**config.mk**
```make
export PLATFORM = sky130hd
export DESIGN_NAME = lsu_lane_align
export DESIGN_NICKNAME = d
export VERILOG_FILES = /design/src/rtl/lane_pkg.sv /design/src/rtl/lane_align_chk.sv /design/src/rtl/lane_store_steer.sv /design/src/rtl/lane_load_extract.sv /design/src/rtl/lsu_lane_align.sv
export SDC_FILE = /design/constraint.sdc
export NUM_CORES = 1
export LEC_CHECK = 0
export BUFFER_PORTS_ARGS = -buffer_cell sky130_fd_sc_hd__buf_2
export CAP_MARGIN = 25
export CORE_AREA = 2 2 80 82
export CTS_CLUSTER_SIZE = 12
export DETAILED_ROUTE_END_ITERATION = 10
export DIE_AREA = 0 0 82 84
export GPL_TIMING_DRIVEN = 0
export PLACE_DENSITY = 0.75
export SKIP_LAST_GASP = 1
export SYNTH_ARGS = -nofsm -noshare
export SYNTH_HDL_FRONTEND = slang
export SYNTH_SLANG_ARGS = --single-unit
```
**constraint.sdc**
```tcl
create_clock -name clk_i -period 2.04 [get_ports clk_i]
set_input_delay 0.102 -clock clk_i [delete_from_list [all_inputs] [get_ports clk_i]]
set_output_delay 0.102 -clock clk_i [all_outputs]
set_load 0.005 [all_outputs]
```
**src/rtl/lane_pkg.sv**
```systemverilog
package lane_pkg;
  localparam int unsigned WORD_W = 32;
  localparam int unsigned LANES  = WORD_W / 8;
  localparam int unsigned OFF_W  = $clog2(LANES);

  typedef enum logic [1:0] {
    SZ_BYTE = 2'b00,
    SZ_HALF = 2'b01,
    SZ_WORD = 2'b10,
    SZ_RSVD = 2'b11
  } acc_size_e;

  typedef struct packed {
    logic [OFF_W-1:0] off;
    acc_size_e        size;
    logic             uns;
  } ld_ctrl_t;
endpackage

```
**src/rtl/lane_align_chk.sv**
```systemverilog
module lane_align_chk
  import lane_pkg::*;
(
  input  logic             valid_i,
  input  acc_size_e        size_i,
  input  logic [OFF_W-1:0] off_i,
  output logic             err_o,
  output logic             ok_o,
  output logic [LANES-1:0] be_o
);
  logic [OFF_W:0] nbytes;

  always_comb begin
    unique case (size_i)
      SZ_BYTE: err_o = 1'b0;
      SZ_HALF: err_o = off_i[0];
      SZ_WORD: err_o = |off_i;
      default: err_o = 1'b1;
    endcase
    err_o = err_o & valid_i;
    ok_o  = valid_i & ~err_o;
  end

  always_comb begin
    unique case (size_i)
      SZ_BYTE: nbytes = (OFF_W+1)'(1);
      SZ_HALF: nbytes = (OFF_W+1)'(2);
      default: nbytes = (OFF_W+1)'(LANES);
    endcase
  end

  for (genvar k = 0; k < LANES; k++) begin : g_lane
    logic [OFF_W:0] lo, hi;
    assign lo = {1'b0, off_i};
    assign hi = lo + nbytes;
    assign be_o[k] = ok_o && ((OFF_W+1)'(k) >= lo) && ((OFF_W+1)'(k) < hi);
  end


  byte_one_lane_chk: assert property (@(be_o) (ok_o && size_i == SZ_BYTE) |-> $countones(be_o) == 1);
endmodule

```
**src/rtl/lane_store_steer.sv**
```systemverilog
module lane_store_steer
  import lane_pkg::*;
(
  input  acc_size_e          size_i,
  input  logic [WORD_W-1:0]  reg_i,
  output logic [WORD_W-1:0]  wdata_o
);
  for (genvar k = 0; k < LANES; k++) begin : g_lane
    always_comb begin
      unique case (size_i)
        SZ_BYTE: wdata_o[8*k +: 8] = reg_i[7:0];
        SZ_HALF: wdata_o[8*k +: 8] = reg_i[8*(k%2) +: 8];
        default: wdata_o[8*k +: 8] = reg_i[8*k +: 8];
      endcase
    end
  end
endmodule

```
**src/rtl/lane_load_extract.sv**
```systemverilog
module lane_load_extract
  import lane_pkg::*;
(
  input  ld_ctrl_t           ctrl_i,
  input  logic [WORD_W-1:0]  rdata_i,
  output logic [WORD_W-1:0]  data_o
);
  logic [WORD_W-1:0] shifted;
  logic              fill_b, fill_h;

  assign shifted = rdata_i >> {ctrl_i.off, 3'b000};
  assign fill_b  = ~ctrl_i.uns & shifted[7];
  assign fill_h  = ~ctrl_i.uns & shifted[15];

  always_comb begin
    unique case (ctrl_i.size)
      SZ_BYTE: data_o = {{(WORD_W-8){fill_b}}, shifted[7:0]};
      SZ_HALF: data_o = {{(WORD_W-16){fill_h}}, shifted[15:0]};
      default: data_o = shifted;
    endcase
  end
endmodule

```
**src/rtl/lsu_lane_align.sv**
```systemverilog
module lsu_lane_align
  import lane_pkg::*;
#(
  parameter int unsigned ADDR_W = 32
) (
  input  logic              clk_i,
  input  logic              rst_ni,
  input  logic              req_valid_i,
  input  logic              req_write_i,
  input  logic [ADDR_W-1:0] req_addr_i,
  input  logic [1:0]        req_size_i,
  input  logic              req_unsigned_i,
  input  logic [31:0]       req_wdata_i,
  input  logic [31:0]       mem_rdata_i,
  output logic              mem_req_o,
  output logic              mem_we_o,
  output logic [ADDR_W-1:0] mem_addr_o,
  output logic [3:0]        mem_be_o,
  output logic [31:0]       mem_wdata_o,
  output logic              addr_err_o,
  output logic              ld_valid_o,
  output logic [31:0]       ld_data_o
);
  acc_size_e        size;
  logic [OFF_W-1:0] off;
  logic             ok;
  ld_ctrl_t         ld_ctrl_q;

  assign size = acc_size_e'(req_size_i);
  assign off  = req_addr_i[OFF_W-1:0];

  lane_align_chk u_align (
    .valid_i (req_valid_i),
    .size_i  (size),
    .off_i   (off),
    .err_o   (addr_err_o),
    .ok_o    (ok),
    .be_o    (mem_be_o)
  );

  lane_store_steer u_steer (
    .size_i  (size),
    .reg_i   (req_wdata_i),
    .wdata_o (mem_wdata_o)
  );

  assign mem_req_o  = ok;
  assign mem_we_o   = req_write_i;
  assign mem_addr_o = {req_addr_i[ADDR_W-1:OFF_W], {OFF_W{1'b0}}};

  always_ff @(posedge clk_i or negedge rst_ni) begin
    if (!rst_ni) begin
      ld_valid_o <= 1'b0;
      ld_ctrl_q  <= '0;
    end else begin
      ld_valid_o <= ok & ~req_write_i;
      if (ok && !req_write_i) ld_ctrl_q <= '{off: off, size: size, uns: req_unsigned_i};
    end
  end

  lane_load_extract u_extract (
    .ctrl_i  (ld_ctrl_q),
    .rdata_i (mem_rdata_i),
    .data_o  (ld_data_o)
  );


  err_blocks_mem_chk: assert property (@(posedge clk_i) disable iff (!rst_ni)
    addr_err_o |-> (!mem_req_o && mem_be_o == 4'b0000));

  word_aligned_chk: assert property (@(posedge clk_i) disable iff (!rst_ni)
    (mem_req_o && size == SZ_WORD) |-> (req_addr_i[1:0] == 2'b00));

  half_two_lanes_chk: assert property (@(posedge clk_i) disable iff (!rst_ni)
    (mem_req_o && size == SZ_HALF) |-> $countones(mem_be_o) == 2);

  ld_valid_follows_chk: assert property (@(posedge clk_i) disable iff (!rst_ni)
    (mem_req_o && !mem_we_o) |=> ld_valid_o);

  no_spurious_ld_chk: assert property (@(posedge clk_i) disable iff (!rst_ni)
    !(mem_req_o && !mem_we_o) |=> !ld_valid_o);

  uns_byte_zero_chk: assert property (@(posedge clk_i) disable iff (!rst_ni)
    (ld_valid_o && ld_ctrl_q.uns && ld_ctrl_q.size == SZ_BYTE) |-> ld_data_o[31:8] == 24'h0);
endmodule

```
==> impl_metrics.py <==
metrics = {
    "status": {
        "outcome": "finished, final reports clean",
    },
    "grt": {
        "gr-usage-met1_pct": 19.1,
        "track_usage_pct": 18.4,
        "grt_pass1_vias": 2195,
        "busiest_layer": "met2",
        "antenna_found_initial": 2,
        "grt_pass1_wl_mm": 10.0,
        "grt_overflow_total": 0,
        "grtUsageMet2_pct": 36.1,
        "grt_util_met3_pct": 2.38,
        "grt_max_degree": 11,
    },
    "finish": {
        "final_cells": 500,
        "multi_input_area_um2": 1330,
        "drive_gt1_share_pct": 70.8,
        "regArea_um2": 150,
        "fin_nets": 528,
        "fillers": 605,
        "syn_to_final_growth_pct": 66.8,
    },
    "synth": {
        "synth_top_family_by_area": "multiplexers",
        "synthTopCellsByCount": "buf_4 (42), mux2_2 (24), mux2i_1 (23)",
        "dominantRegCellSynth": "dfrtp_1",
        "yosysMostFrequentCell": "buf_4",
        "ys_types": 38,
        "synth_top_cell_area_share_pct": 17.2,
        "synth-simple-area-share_pct": 15.1,
        "yosysWarnings": 0,
        "syn_avg_cell_area_um2": 8.00,
        "synth.yosys.seq_area_share_pct": 8.19,
        "synth_compound_area_share_pct": 24.0,
        "yosys.area_share.xor_xnor_pct": 0.956,
        "postSynthCellCount": 229,
        "synth_area_leaders": "buf_4 (17%), mux2_2 (15%), mux2i_1 (13%), dfrtp_1 (8.2%), o22ai_2 (6.1%)",
        "synth_area_leader_cell": "buf_4",
        "async_reset_ff_share_pct": 100,
        "synth_edf_count": 0,
        "ys_ff_latch": 6,
        "synth.area.mux_share_pct": 27.3,
        "synth_adder_area_share_pct": 1.77,
        "syn_area_um2": 1830,
    },
    "pwr": {
        "power.density_nw_per_um2": 575,
        "peakVddDrop_mv": 0.305,
        "total_power_mw": 1.76,
        "p_leak_nw": 1.64,
    },
    "clocking": {
        "cts_max_level": 1,
        "numCtsBuffers": 3,
        "clk_latency_ns": 0.22,
        "clock-sinks": 6,
        "clockRootBuffer": "clkbuf_8",
        "cts_tree": "built",
        "clockBufferDepth": 2,
        "clk_pin_slew_ns": 0.04,
    },
    "placement": {
        "place_inst": 481,
        "dp_hpwl_mm": 5.69,
        "place_ws_ns": -0.293,
        "io_buffer_count": 174,
        "gp_congestion": 0.765,
    },
    "route": {
        "drt-pass1-iter-count": 4,
        "wl_mm": 7.14,
        "routedWlPerCell_um": 14.3,
        "vias_per_cell": 4.84,
        "ant_nets": 0,
        "vias": 2419,
        "drc": 0,
        "drt-initial-drc-count": 131,
    },
    "sta": {
        "fmax_mhz": 502,
        "setup_slack_ns": 0.0488,
        "period_share_pct": 97.6,
        "maxSlewViolCount": 0,
        "slew_headroom_pct": 62.4,
        "final.setup_skew_ns": 0,
        "fin_crit_ns": 1.99,
        "timing.hold.ws_ns": 0.113,
        "worst_pin_slew_ns": 0.565,
        "final-setup-viol-count": 0,
        "finalHoldViolCount": 0,
    },
    "critical_path": {
        "required_ns": 1.94,
        "worstSetupStartpointType": "input pin",
        "cp-end-kind": "output port",
        "crit_type": "in2out",
        "arrival_ns": 1.89,
        "critPathMaxFanout": 5,
    },
    "hold_path": {
        "hp-class": "in2reg",
    },
    "floorplanning": {
        "top_level_ports": 207,
        "coreArea_um2": 6100,
        "dieArea_um2": 6890,
        "initial_core_util_pct": 30.1,
        "row_count": 29,
        "die_h_um": 84,
        "fp.dieW_um": 82,
    },
    "flow_run": {
        "cap_violations": 0,
    },
}
-- where the power goes --
part | internal [mW] | switching, mW
combinational | 0.718 | 0.690
sequential | 0.143 | 0.0278
clock | 0.127 | 0.0519
-- worst paths after layout --
path / startpoint / end / slack [ns] / depth (start not counted)
setup / recovery: req_size_i[1] / mem_be_o[0] / 0.05 / 10
max in group asynchronous: rst_ni / ld_ctrl_q[1] / 1.66 / 2
setup reg to reg: ld_ctrl_q[4] / ld_ctrl_q[4] / 0.71 / 3
hold reg to reg: ld_ctrl_q[0] / ld_ctrl_q[0] / 0.60 / 1
min in group asynchronous: rst_ni / ld_ctrl_q[3] / 0.24 / 2
hold / removal: req_unsigned_i / ld_ctrl_q[0] / 0.11 / 2
-- what timing repair did --
action	in CTS	in global routing
cloned	0	1
hold endpoints to repair	6	0
gates resized for setup	8	12
pin swaps	1	6
buffers inserted	1	11
endpoints found under the setup margin	2	25
hold buffers	1	0
-- registers in the layout, indices dropped and copies added, names as in the netlist --
name	cells
ld_ctrl_q	5
ld_valid_o	1
-- final cells by class --
cell class / count / area share [%]
Antenna cell: 2 / 0.164
Buffer: 55 / 13.5
Clock buffer: 3 / 1.35
Inverter: 5 / 0.614
Multi-Input combinational cell: 164 / 43.5
Sequential cell: 6 / 4.91
Tap cell: 77 / 3.15
Timing Repair Buffer: 188 / 32.8
-- cells in the final DEF, fill, tap and decap left out, types with 5 or more instances in the layout --
cell type / count
o21ai_0: 14
nand2_1: 16
mux2_2: 24
nor2b_1: 9
nand2b_1: 5
a211oi_1: 7
a21oi_1: 21
mux2i_1: 23
buf_4: 54
inv_1: 5
dfrtp_1: 6
buf_2: 177
or2_2: 9
o22ai_2: 8
-- metal layers --
layer	wire (um)	share of wire (%)
met2	3990	56
met3	628	8.8
met5	0	0
met4	128	1.8
met1	2390	33
-- critical path, stage by stage --
cell	delay, ns
buf_6	0.11
buf_8	0.13
nor2_4	0.12
ha_2	0.17
inv_1	0.05
fa_2	0.37
xor2_2	0.19
and2_4	0.15
a2111oi_4	0.32
buf_2	0.16
-- cells by family after synthesis --
kind of cell | count (synthesis)
multiplexers | 47
XOR/XNOR | 2
AND/OR/NAND/NOR | 50
AO/OA/AOI/OAI | 61
other | 1
buffers and inverters | 60
flip-flops | 6
adder cells (fa/ha/maj) | 2
-- stage by stage --
step | setup TNS (ns) | utilization (%) | instance area, um^2
after floorplan | 0 | - | 1840
after global placement | -0.356 | 46.1 | 2810
after detailed placement | -0.425 | 46.1 | 2810
after CTS | 0 | 47.5 | 2890
after global routing | -0.122 | 50.2 | 3060
final | 0 | 50.2 | 3060
Power figures use the tool's default switching activity.
